### src/rtl/fbs_pkg.sv
package fbs_pkg;

  typedef enum logic [3:0] {
    ST_IDLE,
    ST_ER_SETUP,
    ST_ER_CONF,
    ST_PG_SETUP,
    ST_PG_HOLD,
    ST_PG_DATA,
    ST_POLL_CMD,
    ST_POLL_RD,
    ST_POLL_CHK,
    ST_CLR,
    ST_RST,
    ST_VF_RD,
    ST_VF_CHK
  } seq_state_e;

  localparam logic [7:0] CMD_ERASE_SETUP = 8'h20;
  localparam logic [7:0] CMD_ERASE_GO    = 8'hD0;
  localparam logic [7:0] CMD_PROG_SETUP  = 8'h40;
  localparam logic [7:0] CMD_STATUS      = 8'h70;
  localparam logic [7:0] CMD_CLR_STATUS  = 8'h50;
  localparam logic [7:0] CMD_READ_ARRAY  = 8'hFF;
  localparam int unsigned STAT_READY_BIT = 7;
  localparam logic [7:0] STAT_ERR_MASK   = 8'h38;
  localparam logic [7:0] ERASED_BYTE     = 8'hFF;

endpackage

### src/rtl/fbs_limit_ctr.sv
module fbs_limit_ctr #(
  parameter int unsigned LIMIT = 4
) (
  input  logic clk_i,
  input  logic rst_ni,
  input  logic clr_i,
  input  logic inc_i,
  output logic hit_o
);
  localparam int unsigned CW = $clog2(LIMIT + 1);

  logic [CW-1:0] cnt_q;

  assign hit_o = (cnt_q == CW'(LIMIT - 1));

  // holds at the limit so a caller that keeps incrementing cannot wrap
  always_ff @(posedge clk_i or negedge rst_ni) begin
    if (!rst_ni)                cnt_q <= '0;
    else if (clr_i)             cnt_q <= '0;
    else if (inc_i && !hit_o)   cnt_q <= cnt_q + 1'b1;
  end

  // bounds both the poll count and the hold time
  assert_cnt_in_range_R5: assert property (@(posedge clk_i) disable iff (!rst_ni)
    cnt_q < CW'(LIMIT));

endmodule

### src/rtl/fbs_addr_ctr.sv
module fbs_addr_ctr #(
  parameter int unsigned BANK_BYTES = 64,
  localparam int unsigned AW = $clog2(BANK_BYTES)
) (
  input  logic          clk_i,
  input  logic          rst_ni,
  input  logic          clr_i,
  input  logic          inc_i,
  output logic [AW-1:0] addr_o,
  output logic          last_o
);
  logic [AW-1:0] addr_q;

  assign addr_o = addr_q;
  assign last_o = (addr_q == AW'(BANK_BYTES - 1));

  always_ff @(posedge clk_i or negedge rst_ni) begin
    if (!rst_ni)     addr_q <= '0;
    else if (clr_i)  addr_q <= '0;
    else if (inc_i)  addr_q <= addr_q + 1'b1;
  end

  assert_no_wrap_R7: assert property (@(posedge clk_i) disable iff (!rst_ni)
    inc_i |-> !last_o);

endmodule

### src/rtl/flash_bank_seq.sv
module flash_bank_seq
  import fbs_pkg::*;
#(
  parameter int unsigned BANK_BYTES  = 8192,
  parameter int unsigned HOLD_CYCLES = 125,
  parameter int unsigned POLL_LIMIT  = 1000000,
  localparam int unsigned AW = $clog2(BANK_BYTES)
) (
  input  logic          clk_i,
  input  logic          rst_ni,
  input  logic          erase_start_i,
  input  logic          prog_start_i,
  output logic [AW-1:0] flash_addr_o,
  output logic [7:0]    flash_wdata_o,
  output logic          flash_we_o,
  output logic          flash_re_o,
  input  logic [7:0]    flash_rdata_i,
  output logic [AW-1:0] src_addr_o,
  output logic          src_rd_o,
  input  logic [7:0]    src_data_i,
  output logic          busy_o,
  output logic          error_o,
  output logic          timeout_o
);
  localparam int unsigned GW = $clog2(HOLD_CYCLES + 2);

  seq_state_e    state_q, state_d;
  logic          op_erase_q;
  logic          err_q, tmo_q;
  logic [7:0]    data_q;
  logic          src_pend_q;

  logic          byte_clr, byte_inc, byte_last;
  logic [AW-1:0] byte_addr;
  logic          hold_clr, hold_inc, hold_hit;
  logic          poll_clr, poll_inc, poll_hit;
  logic          err_set, tmo_set, start_take;
  logic          stat_ready, stat_bad;
  logic [7:0]    vf_expect;

  fbs_addr_ctr #(.BANK_BYTES(BANK_BYTES)) u_byte_ctr (
    .clk_i  (clk_i),
    .rst_ni (rst_ni),
    .clr_i  (byte_clr),
    .inc_i  (byte_inc),
    .addr_o (byte_addr),
    .last_o (byte_last)
  );

  fbs_limit_ctr #(.LIMIT(HOLD_CYCLES)) u_hold_ctr (
    .clk_i  (clk_i),
    .rst_ni (rst_ni),
    .clr_i  (hold_clr),
    .inc_i  (hold_inc),
    .hit_o  (hold_hit)
  );

  fbs_limit_ctr #(.LIMIT(POLL_LIMIT)) u_poll_ctr (
    .clk_i  (clk_i),
    .rst_ni (rst_ni),
    .clr_i  (poll_clr),
    .inc_i  (poll_inc),
    .hit_o  (poll_hit)
  );

  assign stat_ready = flash_rdata_i[STAT_READY_BIT];
  assign stat_bad   = |(flash_rdata_i & STAT_ERR_MASK);
  assign vf_expect  = op_erase_q ? ERASED_BYTE : src_data_i;

  always_comb begin
    state_d       = state_q;
    flash_addr_o  = '0;
    flash_wdata_o = '0;
    flash_we_o    = 1'b0;
    flash_re_o    = 1'b0;
    src_addr_o    = byte_addr;
    src_rd_o      = 1'b0;
    byte_clr      = 1'b0;
    byte_inc      = 1'b0;
    hold_clr      = 1'b0;
    hold_inc      = 1'b0;
    poll_clr      = 1'b0;
    poll_inc      = 1'b0;
    err_set       = 1'b0;
    tmo_set       = 1'b0;
    start_take    = 1'b0;
    unique case (state_q)
      ST_IDLE: begin
        byte_clr = 1'b1;
        if (erase_start_i || prog_start_i) begin
          start_take = 1'b1;
          state_d    = erase_start_i ? ST_ER_SETUP : ST_PG_SETUP;
        end
      end
      ST_ER_SETUP: begin
        flash_we_o    = 1'b1;
        flash_wdata_o = CMD_ERASE_SETUP;
        state_d       = ST_ER_CONF;
      end
      ST_ER_CONF: begin
        flash_we_o    = 1'b1;
        flash_wdata_o = CMD_ERASE_GO;
        poll_clr      = 1'b1;
        state_d       = ST_POLL_CMD;
      end
      ST_PG_SETUP: begin
        flash_we_o    = 1'b1;
        flash_addr_o  = byte_addr;
        flash_wdata_o = CMD_PROG_SETUP;
        src_rd_o      = 1'b1;
        hold_clr      = 1'b1;
        state_d       = ST_PG_HOLD;
      end
      ST_PG_HOLD: begin
        hold_inc = 1'b1;
        if (hold_hit) state_d = ST_PG_DATA;
      end
      ST_PG_DATA: begin
        flash_we_o    = 1'b1;
        flash_addr_o  = byte_addr;
        flash_wdata_o = data_q;
        poll_clr      = 1'b1;
        state_d       = ST_POLL_CMD;
      end
      ST_POLL_CMD: begin
        flash_we_o    = 1'b1;
        flash_wdata_o = CMD_STATUS;
        state_d       = ST_POLL_RD;
      end
      ST_POLL_RD: begin
        flash_re_o = 1'b1;
        state_d    = ST_POLL_CHK;
      end
      ST_POLL_CHK: begin
        poll_inc = 1'b1;
        if (stat_ready) begin
          if (stat_bad) begin
            err_set = 1'b1;
            state_d = ST_CLR;
          end else if (op_erase_q || byte_last) begin
            state_d = ST_CLR;
          end else begin
            byte_inc = 1'b1;
            state_d  = ST_PG_SETUP;
          end
        end else if (poll_hit) begin
          tmo_set = 1'b1;
          state_d = ST_CLR;
        end else begin
          state_d = ST_POLL_CMD;
        end
      end
      ST_CLR: begin
        flash_we_o    = 1'b1;
        flash_wdata_o = CMD_CLR_STATUS;
        state_d       = ST_RST;
      end
      ST_RST: begin
        flash_we_o    = 1'b1;
        flash_wdata_o = CMD_READ_ARRAY;
        byte_clr      = 1'b1;
        state_d       = ST_VF_RD;
      end
      ST_VF_RD: begin
        flash_re_o   = 1'b1;
        flash_addr_o = byte_addr;
        src_rd_o     = !op_erase_q;
        state_d      = ST_VF_CHK;
      end
      ST_VF_CHK: begin
        if (flash_rdata_i != vf_expect) err_set = 1'b1;
        if (byte_last) begin
          state_d = ST_IDLE;
        end else begin
          byte_inc = 1'b1;
          state_d  = ST_VF_RD;
        end
      end
      default: state_d = ST_IDLE;
    endcase
  end

  always_ff @(posedge clk_i or negedge rst_ni) begin
    if (!rst_ni) begin
      state_q    <= ST_IDLE;
      op_erase_q <= 1'b0;
      err_q      <= 1'b0;
      tmo_q      <= 1'b0;
      data_q     <= '0;
      src_pend_q <= 1'b0;
    end else begin
      state_q    <= state_d;
      src_pend_q <= src_rd_o;
      if (src_pend_q) data_q <= src_data_i;
      if (start_take) begin
        op_erase_q <= erase_start_i;
        err_q      <= 1'b0;
        tmo_q      <= 1'b0;
      end else begin
        if (err_set) err_q <= 1'b1;
        if (tmo_set) tmo_q <= 1'b1;
      end
    end
  end

  assign busy_o    = (state_q != ST_IDLE);
  assign error_o   = err_q;
  assign timeout_o = tmo_q;

  // hold-gap checker: cycles since the last program-setup write
  logic [GW-1:0] gap_q;
  logic          setup_seen_q;
  logic          setup_wr;

  assign setup_wr = flash_we_o && (state_q == ST_PG_SETUP);

  always_ff @(posedge clk_i or negedge rst_ni) begin
    if (!rst_ni) begin
      gap_q        <= '0;
      setup_seen_q <= 1'b0;
    end else begin
      if (setup_wr)                       gap_q <= '0;
      else if (gap_q != GW'(HOLD_CYCLES)) gap_q <= gap_q + 1'b1;
      if (setup_wr)        setup_seen_q <= 1'b1;
      else if (flash_we_o) setup_seen_q <= 1'b0;
    end
  end

  assert_hold_gap_R3: assert property (@(posedge clk_i) disable iff (!rst_ni)
    (flash_we_o && setup_seen_q) |-> (gap_q == GW'(HOLD_CYCLES)));

  assert_excl_strobes_R10: assert property (@(posedge clk_i) disable iff (!rst_ni)
    !(flash_we_o && flash_re_o));

  assert_quiet_idle_R8: assert property (@(posedge clk_i) disable iff (!rst_ni)
    !busy_o |-> (!flash_we_o && !flash_re_o && !src_rd_o));

  assert_start_busy_R8: assert property (@(posedge clk_i) disable iff (!rst_ni)
    (!busy_o && (erase_start_i || prog_start_i)) |=> busy_o);

  assert_flags_clear_R9: assert property (@(posedge clk_i) disable iff (!rst_ni)
    $rose(busy_o) |-> (!error_o && !timeout_o));

  assert_tmo_cleanup_R4: assert property (@(posedge clk_i) disable iff (!rst_ni)
    $rose(timeout_o) |-> (flash_we_o && flash_wdata_o == CMD_CLR_STATUS));

  assert_flags_stable_R9: assert property (@(posedge clk_i) disable iff (!rst_ni)
    (!busy_o && !(erase_start_i || prog_start_i)) |=> ($stable(error_o) && $stable(timeout_o)));

endmodule

### config.mk
export PLATFORM = sky130hd
export DESIGN_NAME = flash_bank_seq
export DESIGN_NICKNAME = d
export VERILOG_FILES = /design/src/rtl/fbs_pkg.sv /design/src/rtl/fbs_limit_ctr.sv /design/src/rtl/fbs_addr_ctr.sv /design/src/rtl/flash_bank_seq.sv
export SDC_FILE = /design/constraint.sdc
export NUM_CORES = 1
export LEC_CHECK = 0
export ABC_AREA = 1
export BUFFER_PORTS_ARGS = -buffer_cell sky130_fd_sc_hd__buf_4
export CAP_MARGIN = 10
export CORE_ASPECT_RATIO = 1.75
export CORE_MARGIN = 2
export CORE_UTILIZATION = 57
export CTS_CLUSTER_DIAMETER = 40
export CTS_CLUSTER_SIZE = 30
export DETAILED_ROUTE_END_ITERATION = 16
export GPL_TIMING_DRIVEN = 1
export PLACE_DENSITY = 0.8
export SYNTH_ARGS = -nofsm -noshare
export SYNTH_HDL_FRONTEND = slang
export SYNTH_SLANG_ARGS = --single-unit
### constraint.sdc
create_clock -name clk_i -period 1.7 [get_ports clk_i]
set_input_delay 0.17 -clock clk_i [delete_from_list [all_inputs] [get_ports clk_i]]
set_output_delay 0.17 -clock clk_i [all_outputs]
set_load 0.01 [all_outputs]
==> metrics.txt, run 1 <==
clk root buf clkbuf_16; Congestion Overflow GR 0; Die X 65.9 um; largest net degree at the start of global routing 57; PD cells 523 nW/um^2; Initial Util 0.590; clock tree sinks 56; Layout area overhead 29.4%; syn nets 586; vias in the first global route 4,060; hpwl dp 7.61 mm; cells after synthesis 562; Yosys warnings 0; FP Rows 39; Reg area 1400 um^2; HP Class in -> reg; H-tree levels 2; Vias per Instance 5.61; CP Class reg -> out; violated checks setup timing; most frequent cells in the layout nand2_1, buf_4, nor2_1; unrepaired setup endpoints after global routing yes; post-place setup slack -129 ps; Placer Congestion 0.994; Worst-Skew Late Latency 300 ps; deepest clock path buffer count 2; Critical Path RT 1530 ps; 1st-pass router iterations 5; Iteration-0 DRC Markers 492; Post-Route WL 11.7 mm; DRC Markers 0; Final Worst Setup Slack -152 ps; final hold vios 0; most common cell after layout, fill and taps aside nand2_1; worst-path fanout max 5; area of the multi-input gates 2220 um^2; Reg clk slew, reported paths 70 ps; area share of the largest cell type after synthesis 0.366; Area after DPL 4520 um^2; Leakage 2.52 nW; fmax 540 MHz; port bufs 59; wire length per cell 15.7 um; Arr. time, crit path 1680 ps; Area contributors post-synth dfrtp_1, nand2_1, nor2_1, inv_1, xor2_1; outcome finished, violations left; Inserted Clock Buffers 5; Synth async-reset ratio 1.00; GRT Resource Usage Total 0.307; core area 6490 um^2; nets 684; Top FF cell, synth dfrtp_1; Slew headroom 0.511; Startpoint Class flip-flop; Synth cell types 33; Routed Antenna Nets 0; Post-synth EDFFs 0; vias 4,171; first-pass GRT wire length 18.0 mm; Antenna diodes 0; worst slew pin tran 734 ps; worst ir drop on vdd 0.000732 V; Netlist Area Pre-Place 3830 um^2; Fillers 514; layout cells sized above 1 0.247; Worst Setup End Kind output pin; final-report setup violation count 25; sequential area share after synthesis 0.366; Final Skew 11.0 ps; post-route cell area 4950 um^2; Max Cap Viol 0; initial antenna violation count 0; area leader, netlist dfrtp_1; minimum clock period 1850 ps; period utilization 1.09; Avg Inst Size Synth 6.81 um^2; Die Height 112 um; CTS tree done; Yosys reg bits 56; full die area 7410 um^2; I/O pin total 60; Max Slew Vio Count 0
==> power by group <==
part,total (W),switching (W),leakage (nW),internal (W)
clock,0.00109,0.000501,0.0701,0.000589
sequential,0.00135,0.00000579,0.725,0.00135
combinational,0.000144,0.0000892,1.73,0.0000547
==> per-stage QoR <==
stage           util  instances  power, W  setup TNS, ps  hold slack [ps]
2_1_floorplan      -        562   0.00143              0             -126
3_3_place_gp   0.697        722   0.00152          -34.4              269
3_5_place_dp   0.697        722   0.00152          -1650              276
4_1_cts        0.738        733   0.00259          -1310             89.8
5_1_grt        0.763        743   0.00268          -4250              115
6_report       0.763        743   0.00259          -2470             87.4
==> worst max-delay path, cell delays in order, from the launching register on <==
cell     delay, ps
dfrtp_2        460
nand2_1        130
nor2_1         320
buf_4          190
o21a_1         150
buf_4          130
==> Yosys cell counts (2+ instances only) <==
master    number
nand2_1      162
nor2_1        86
inv_1         64
dfrtp_1       56
nand3_1       40
o21ai_0       27
nand4_1       26
xor2_1        24
inv_2          9
nand3b_1       8
a21oi_1        7
nor2_2         6
nand2_2        5
nor3_1         5
buf_2          4
ha_1           4
buf_4          3
nand2_4        3
nor3_2         3
a31oi_1        2
buf_6          2
clkbuf_1       2
nand3_2        2
nor2_4         2
o211ai_1       2
==> per-layer routing <==
layer  vias up  part of all wire  GRT usage
met5         -                 0          0
li1       1986                 -          -
met2       198              0.54      0.553
met1      1926              0.36      0.337
met3        61             0.053     0.0491
met4         0             0.053      0.154
==> final timing paths <==
check,to,slack (ps),startpoint,cells past startpoint
min in group asynchronous,u_byte_ctr.addr_o[4]$_DFFE_PN0P_,450,rst_ni,2
max reg2reg,u_byte_ctr.addr_o[9]$_DFFE_PN0P_,10,state_q[0]$_DFFE_PN0P_,8
max,src_rd_o,-150,state_q[1]$_DFFE_PN0P_,5
max in group asynchronous,state_q[3]$_DFFE_PN0P_,700,rst_ni,2
min reg2reg,u_poll_ctr.cnt_q[1]$_DFFE_PN0P_,510,u_poll_ctr.cnt_q[1]$_DFFE_PN0P_,2
min,data_q[1]$_DFFE_PN0P_,90,src_data_i[1],3
==> kinds of logic (layout without fill, tap and decap cells) <==
group | count (synthesis) | count (layout) | synth area share
simple gates | 349 | 349 | 0.411
buf+inv | 85 | 184 | 0.0922
flops | 56 | 56 | 0.366
compound gates | 44 | 44 | 0.0628
xor+xnor | 24 | 24 | 0.0549
fa+ha+maj | 4 | 4 | 0.0131
==> sequential cells by signal (all words and copies together), names as in the netlist <==
name and flops:
u_poll_ctr.cnt_q 20, u_byte_ctr.addr_o 13, data_q 8, u_hold_ctr.cnt_q 7
state_q 4, error_o 1, op_erase_q 1, src_pend_q 1
timeout_o 1
==> layout make-up <==
type / count / share of cell area
well taps: 82 / 0.0207
flip-flops and latches: 56 / 0.283
repair buffers: 102 / 0.159
multi-input cells: 421 / 0.448
clock buffers: 7 / 0.0288
inverters: 74 / 0.0586
clock inverters: 1 / 0.00152
==> repair_timing <==
action	CTS	global route
endpoints found under the setup margin	33	64
gates resized for setup	21	27
hold buffers	1	0
pin swaps	1	9
endpoints found under the hold margin	56	0
buffers inserted	2	10
Power figures use the tool's default switching activity.
==> run 2: changes to the inputs <==
--- a/config.mk
+++ b/config.mk
@@ -6,7 +6,7 @@
 export NUM_CORES = 1
 export LEC_CHECK = 0
 export ABC_AREA = 1
-export BUFFER_PORTS_ARGS = -buffer_cell sky130_fd_sc_hd__buf_4
+export BUFFER_PORTS_ARGS = -buffer_cell sky130_fd_sc_hd__buf_2
 export CAP_MARGIN = 10
 export CORE_ASPECT_RATIO = 1.75
 export CORE_MARGIN = 2
==> run 2 against run 1 <==
Effect of this change: the flow still finishes with violations (setup timing); die area unchanged; core utilization down 2.0 points; count of clock-buffer cells in the layout unchanged; critical path depth up 3; design area down 2.6%; hold slack better by 15 ps; largest cell class unchanged.
==> metrics.txt, run 2 (synthesized netlist as in run 1, its figures left out) <==
Startpoint Class flip-flop; outcome finished, violations left; most common cell after layout, fill and taps aside nand2_1; Post-Route WL 11.0 mm (-5.8%); H-tree levels 2 (unchanged); Iteration-0 DRC Markers 401 (-18%); worst reg2reg startpoint state_q[0]$_DFFE_PN0P_; clk root buf clkbuf_16; CP Class reg -> out; Comb pwr share 0.053 (-0.003); Critical Path RT 1530 ps (about the same); Inserted Clock Buffers 5 (unchanged); initial antenna violation count 0 (unchanged); CP Capture Point flash_we_o; max incr delay on CP 470 ps (about the same); nets 684 (unchanged); Worst Setup End Kind output pin; CP dominant cell by count nand2_4; Net Switching 0.000583 W (-2.0%); hpwl dp 7.65 mm (+0.55%); Die X 65.9 um (unchanged); largest net degree at the start of global routing 57 (unchanged); post-place setup slack -128 ps (+1.32 ps); period utilization 1.10 (+0.0143); fmax 533 MHz (-1.3%); Max Slew Vio Count 0 (unchanged); port bufs 59 (unchanged); minimum clock period 1880 ps (+24.3 ps); area of the multi-input gates 2210 um^2 (-0.17%); fin util 0.743 (-0.0201); final-report setup violation count 9 (-64%); vias 4,057 (-2.7%); Switching Share 0.231 (+0.000424); Die Height 112 um (unchanged); FF-to-FF End state_q[1]$_DFFE_PN0P_; DRC Markers 0 (unchanged); 1st-pass router iterations 4 (-1); Seq pwr share 0.535 (+0.012); Antenna diodes 0 (unchanged); GRT Resource Usage Total 0.302 (-0.00527); Largest register FFs 20 (unchanged); Top reg by flops u_poll_ctr.cnt_q; full die area 7410 um^2 (unchanged); most frequent cells in the layout nand2_1, nor2_1, inv_1; Congestion Overflow GR 0 (unchanged); wire length per cell 14.8 um (-5.8%); Setup TNS -746 ps (+1720 ps); CTS tree done; Routed Antenna Nets 0 (unchanged); deepest clock path buffer count 2 (unchanged); core area 6490 um^2 (unchanged); Crit. Startpoint state_q[0]$_DFFE_PN0P_; Reg clk slew, reported paths 70 ps (about the same); first-pass GRT wire length 17.6 mm (-1.8%); Worst-Skew Late Latency 300 ps (about the same); layout cells sized above 1 0.250 (+0.00303); clock tree sinks 56 (unchanged); Slew headroom 0.637 (+0.126); crit-path cells inv_2, nor2_2, buf_4, nand2_4, nand2_4, inv_4, nand4_1, buf_2; Final Worst Setup Slack -176 ps (-24.3 ps); Max Cap Viol 0 (unchanged); Crit-path slowest cell dfrtp_2; I/O pin total 60 (unchanged); worst slew pin tran 544 ps (-190 ps); PD cells 525 nW/um^2 (+0.42%); FP Rows 39 (unchanged); violated checks setup timing; flop2flop setup slack 0 ps (about the same); Placer Congestion 0.959 (-3.5%); worst-path fanout max 9 (+4); Layout area overhead 26.0%; worst ir drop on vdd 0.000704 V (-3.7%); HP Class in -> reg; Leakage 2.51 nW (-0.58%); Fillers 538 (+4.7%); Initial Util 0.590 (unchanged); Final Skew 8.07 ps (-2.90 ps); final hold vios 0 (unchanged); Reg area 1410 um^2 (+0.18%); clock network power share 0.412 (-0.009); Arr. time, crit path 1710 ps (+30 ps); Int Pwr 0.00195 W (-2.3%); R2R cell count 10 (+2); vias in the first global route 3,970 (-2.2%); unrepaired setup endpoints after global routing yes; Vias per Instance 5.46 (-2.7%); WHS 102 ps (+14.7 ps)
-- run 2: worst max-delay path: cells and delay by family (launching register included) --
family / cells / cell delay (ps)
buf+inv: 4 / 530
flops: 1 / 470
simple gates: 4 / 410
-- run 2: layout make-up --
class,count,area share
Clock buffer,7,0.0275
Timing Repair Buffer,102,0.139
Inverter,74,0.0602
Multi-Input combinational cell,421,0.459
Clock inverter,1,0.00182
Sequential cell,56,0.292
Tap cell,82,0.0213
-- run 2: through the flow --
| stage | total power, W | instances | cell area [um^2] |
|---|---|---|---|
| final | 0.00253 | 743 | 4820 |
| after global routing | 0.00262 | 743 | 4820 |
| after CTS | 0.00255 | 735 | 4650 |
| after detailed placement | 0.00151 | 722 | 4390 |
| after global placement | 0.00151 | 722 | 4390 |
| after floorplan | 0.00143 | 562 | 3830 |
-- run 2: timing repair --
action	CTS	global route
endpoints found under the setup margin	31	61
pin swaps	1	5
cloned	0	0
setup buffers	4	8
hold buffers	1	0
gates resized for setup	20	35
endpoints found under the hold margin	56	0
-- run 2: worst min path at each step --
stage	cells past startpoint	endpoint	start
after floorplan	0	data_q[0]$_DFFE_PN0P_	rst_ni
after global placement	2	u_byte_ctr.addr_o[10]$_DFFE_PN0P_	rst_ni
after detailed placement	2	u_byte_ctr.addr_o[10]$_DFFE_PN0P_	rst_ni
after CTS	3	data_q[6]$_DFFE_PN0P_	src_data_i[6]
after global routing	3	data_q[3]$_DFFE_PN0P_	src_data_i[3]
final	3	data_q[6]$_DFFE_PN0P_	src_data_i[6]
-- run 2: routing by layer --
| metal | vias up | global-route usage | routed length, um | part of all wire |
|---|---|---|---|---|
| met4 | 0 | 0.178 | 568 | 0.052 |
| li1 | 1988 | - | - | - |
| met3 | 45 | 0.0431 | 509 | 0.046 |
| met1 | 1870 | 0.327 | 3940 | 0.36 |
| met5 | - | 0 | 0 | 0 |
| met2 | 154 | 0.538 | 5990 | 0.54 |
-- run 2: power by group through the flow --
stage / sequential (W) / clock (W) / combinational (W)
global route: 0.00136 / 0.00111 / 0.000155
detailed placement: 0.00138 / 0 / 0.000132
CTS: 0.00135 / 0.00106 / 0.000135
global placement: 0.00138 / 0 / 0.000128
floorplan: 0.00138 / 0 / 0.0000524
finish: 0.00135 / 0.00104 / 0.000135
==> run 3: changes to the inputs <==
--- a/config.mk
+++ b/config.mk
@@ -11,6 +11,7 @@
 export CORE_ASPECT_RATIO = 1.75
 export CORE_MARGIN = 2
 export CORE_UTILIZATION = 57
+export CTS_BUF_LIST = sky130_fd_sc_hd__clkbuf_8 sky130_fd_sc_hd__clkbuf_16
 export CTS_CLUSTER_DIAMETER = 40
 export CTS_CLUSTER_SIZE = 30
 export DETAILED_ROUTE_END_ITERATION = 16
==> constraint.sdc (replaced) <==
create_clock -name clk_i -period 1.7 [get_ports clk_i]
set_input_delay 0.34 -clock clk_i [delete_from_list [all_inputs] [get_ports clk_i]]
set_output_delay 0.34 -clock clk_i [all_outputs]
set_load 0.01 [all_outputs]
==> run 3 against run 2 <==
Effect of this change: critical path type unchanged; the flow still finishes with violations (setup timing); fmax down 6.2%; global-route usage up 2.2 points; first-iteration DRC count up 24%; die area unchanged; sequential power about the same; largest cell class unchanged; routed wire length up 12%.
==> metrics.txt, run 3 (synthesized netlist as in run 1, its figures left out) <==
Post-CTS Hold Fix Bufs 0 (-1); Placer Congestion 0.992 (+3.5%); Worst Setup End Kind output pin; worst ir drop on vdd 0.000676 V (-4.1%); Crit-path slowest cell dfrtp_1; clock tree sinks 56 (unchanged); vias 4,297 (+5.9%); Layout area overhead 31.8%; wire length per cell 16.3 um (+9.8%); fmax 500 MHz (-6.2%); DRC Markers 0 (unchanged); worst slew pin tran 533 ps (-10.7 ps); violated checks setup timing; Max Cap Viol 0 (unchanged); layout cells sized above 1 0.266 (+0.0164); minimum clock period 2000 ps (+123 ps); Initial Util 0.590 (unchanged); nets 696 (+1.8%); CTS tree done; Slew headroom 0.642 (+0.00525); fin util 0.777 (+0.0337); Largest register FFs 20 (unchanged); 1st-pass router iterations 5 (+1); initial antenna violation count 0 (unchanged); port bufs 59 (unchanged); crit-path cells inv_2, nor2_4, buf_6, inv_4, nor2_4, a31oi_4, o211ai_1, buf_2; core area 6490 um^2 (unchanged); full die area 7410 um^2 (unchanged); Top reg by flops u_poll_ctr.cnt_q; worst-path fanout max 3 (-6); Final Skew 6.96 ps (-1.10 ps); HP Class in -> async; Vias per Instance 5.69 (+4.2%); Antenna diodes 0 (unchanged); PD cells 507 nW/um^2 (-3.4%); GRT Resource Usage Total 0.324 (+0.0224); final-report setup violation count 29 (+20); Cells after DPL 728 (+0.83%); FP Rows 39 (unchanged); post-place setup slack -220 ps (-91.9 ps); post-route cell area 5040 um^2 (+4.5%); Reg clk slew, reported paths 70 ps (about the same); hpwl dp 7.77 mm (+1.6%); Final Worst Setup Slack -299 ps (-123 ps); Critical Path RT 1360 ps (-170 ps); Congestion Overflow GR 0 (unchanged); worst path bufs/invs 4 (unchanged); vias in the first global route 4,076 (+2.7%); deepest clock path buffer count 2 (unchanged); H-tree levels 2 (unchanged); Die X 65.9 um (unchanged); Final Non-Filler Cells 755 (+1.6%); most common cell after layout, fill and taps aside nand2_1; Max Slew Vio Count 0 (unchanged); Startpoint Class flip-flop; unrepaired setup endpoints after global routing yes; Leakage 2.63 nW (+5.0%); Post-Route WL 12.3 mm (+12%); Arr. time, crit path 1660 ps (-50 ps); Setup TNS -3730 ps (-2980 ps); largest net degree at the start of global routing 57 (unchanged); Worst-Skew Late Latency 300 ps (about the same); Inserted Clock Buffers 5 (unchanged); Area after DPL 4450 um^2 (+1.3%); most frequent cells in the layout nand2_1, nor2_1, inv_1; Die Height 112 um (unchanged); period utilization 1.18 (+0.0725); Iteration-0 DRC Markers 496 (+24%); Routed Antenna Nets 0 (unchanged); outcome finished, violations left; Fillers 462 (-14%); I/O pin total 60 (unchanged); CP Class reg -> out; clk root buf clkbuf_16; first-pass GRT wire length 18.5 mm (+4.9%); max incr delay on CP 400 ps (-70 ps); final hold vios 0 (unchanged); CP dominant cell by count nor2_4; CP delay by family, top buffers and inverters
run 3: cell types whose count changed in the layout (fill, tap and decap cells not counted), moves of 3 or more:
cell	previous run	this run
buf_4	34	41
buf_6	6	9
nor2_2	7	2
nor2_4	11	14
o21ai_0	25	22
nor2_1	76	79
dfrtp_1	52	55
nand2_8	0	3
dfrtp_2	4	1
run 3: worst paths after layout:
path | from | end | slack [ps] | cells past startpoint
min | rst_ni | u_byte_ctr.addr_o[10]$_DFFE_PN0P_ | 30 | 2
max reg2reg | state_q[0]$_DFFE_PN0P_ | u_byte_ctr.addr_o[7]$_DFFE_PN0P_ | -40 | 9
max in group asynchronous | rst_ni | state_q[1]$_DFFE_PN0P_ | 1400 | 2
max | state_q[2]$_DFFE_PN0P_ | flash_wdata_o[4] | -300 | 8
min in group clk_i | src_data_i[0] | data_q[0]$_DFFE_PN0P_ | 270 | 3
min reg2reg | u_poll_ctr.cnt_q[1]$_DFFE_PN0P_ | u_poll_ctr.cnt_q[1]$_DFFE_PN0P_ | 520 | 2
run 3: area by class of cell:
cell class	count	area (um^2)	share of cell area
multi-input combinational	422	2280	0.453
sequential	56	1400	0.278
timing repair buffer	113	800	0.159
inverter	74	305	0.0606
clock buffer	6	139	0.0276
tap	82	103	0.0204
clock inverter	2	7.51	0.00149
run 3: routing by layer:
metal,wire [um],vias to the layer above,global-route usage
li1,-,2010,-
met1,4100,2014,0.336
met2,6600,194,0.593
met3,632,79,0.0471
met4,944,0,0.190
met5,0,-,0
run 3: report_power, final:
part           internal, W  leakage [nW]  switching, W  total (W)
registers          0.00135         0.726    0.00000616    0.00136
clock network     0.000578        0.0795      0.000485    0.00106
logic            0.0000451          1.83     0.0000911   0.000136
run 3: per-stage QoR:
step                total power, W  hold WS, ps
floorplan                  0.00143         44.4
global route               0.00263         66.2
CTS                        0.00256         47.7
detailed placement         0.00151          370
finish                     0.00256         25.4
global placement           0.00151          365
run 3: what timing repair did:
action | in CTS | in global routing
gates cloned | 0 | 2
endpoints found under the setup margin | 51 | 60
pin swaps | 10 | 10
resized for setup | 44 | 32
setup buffers | 10 | 7
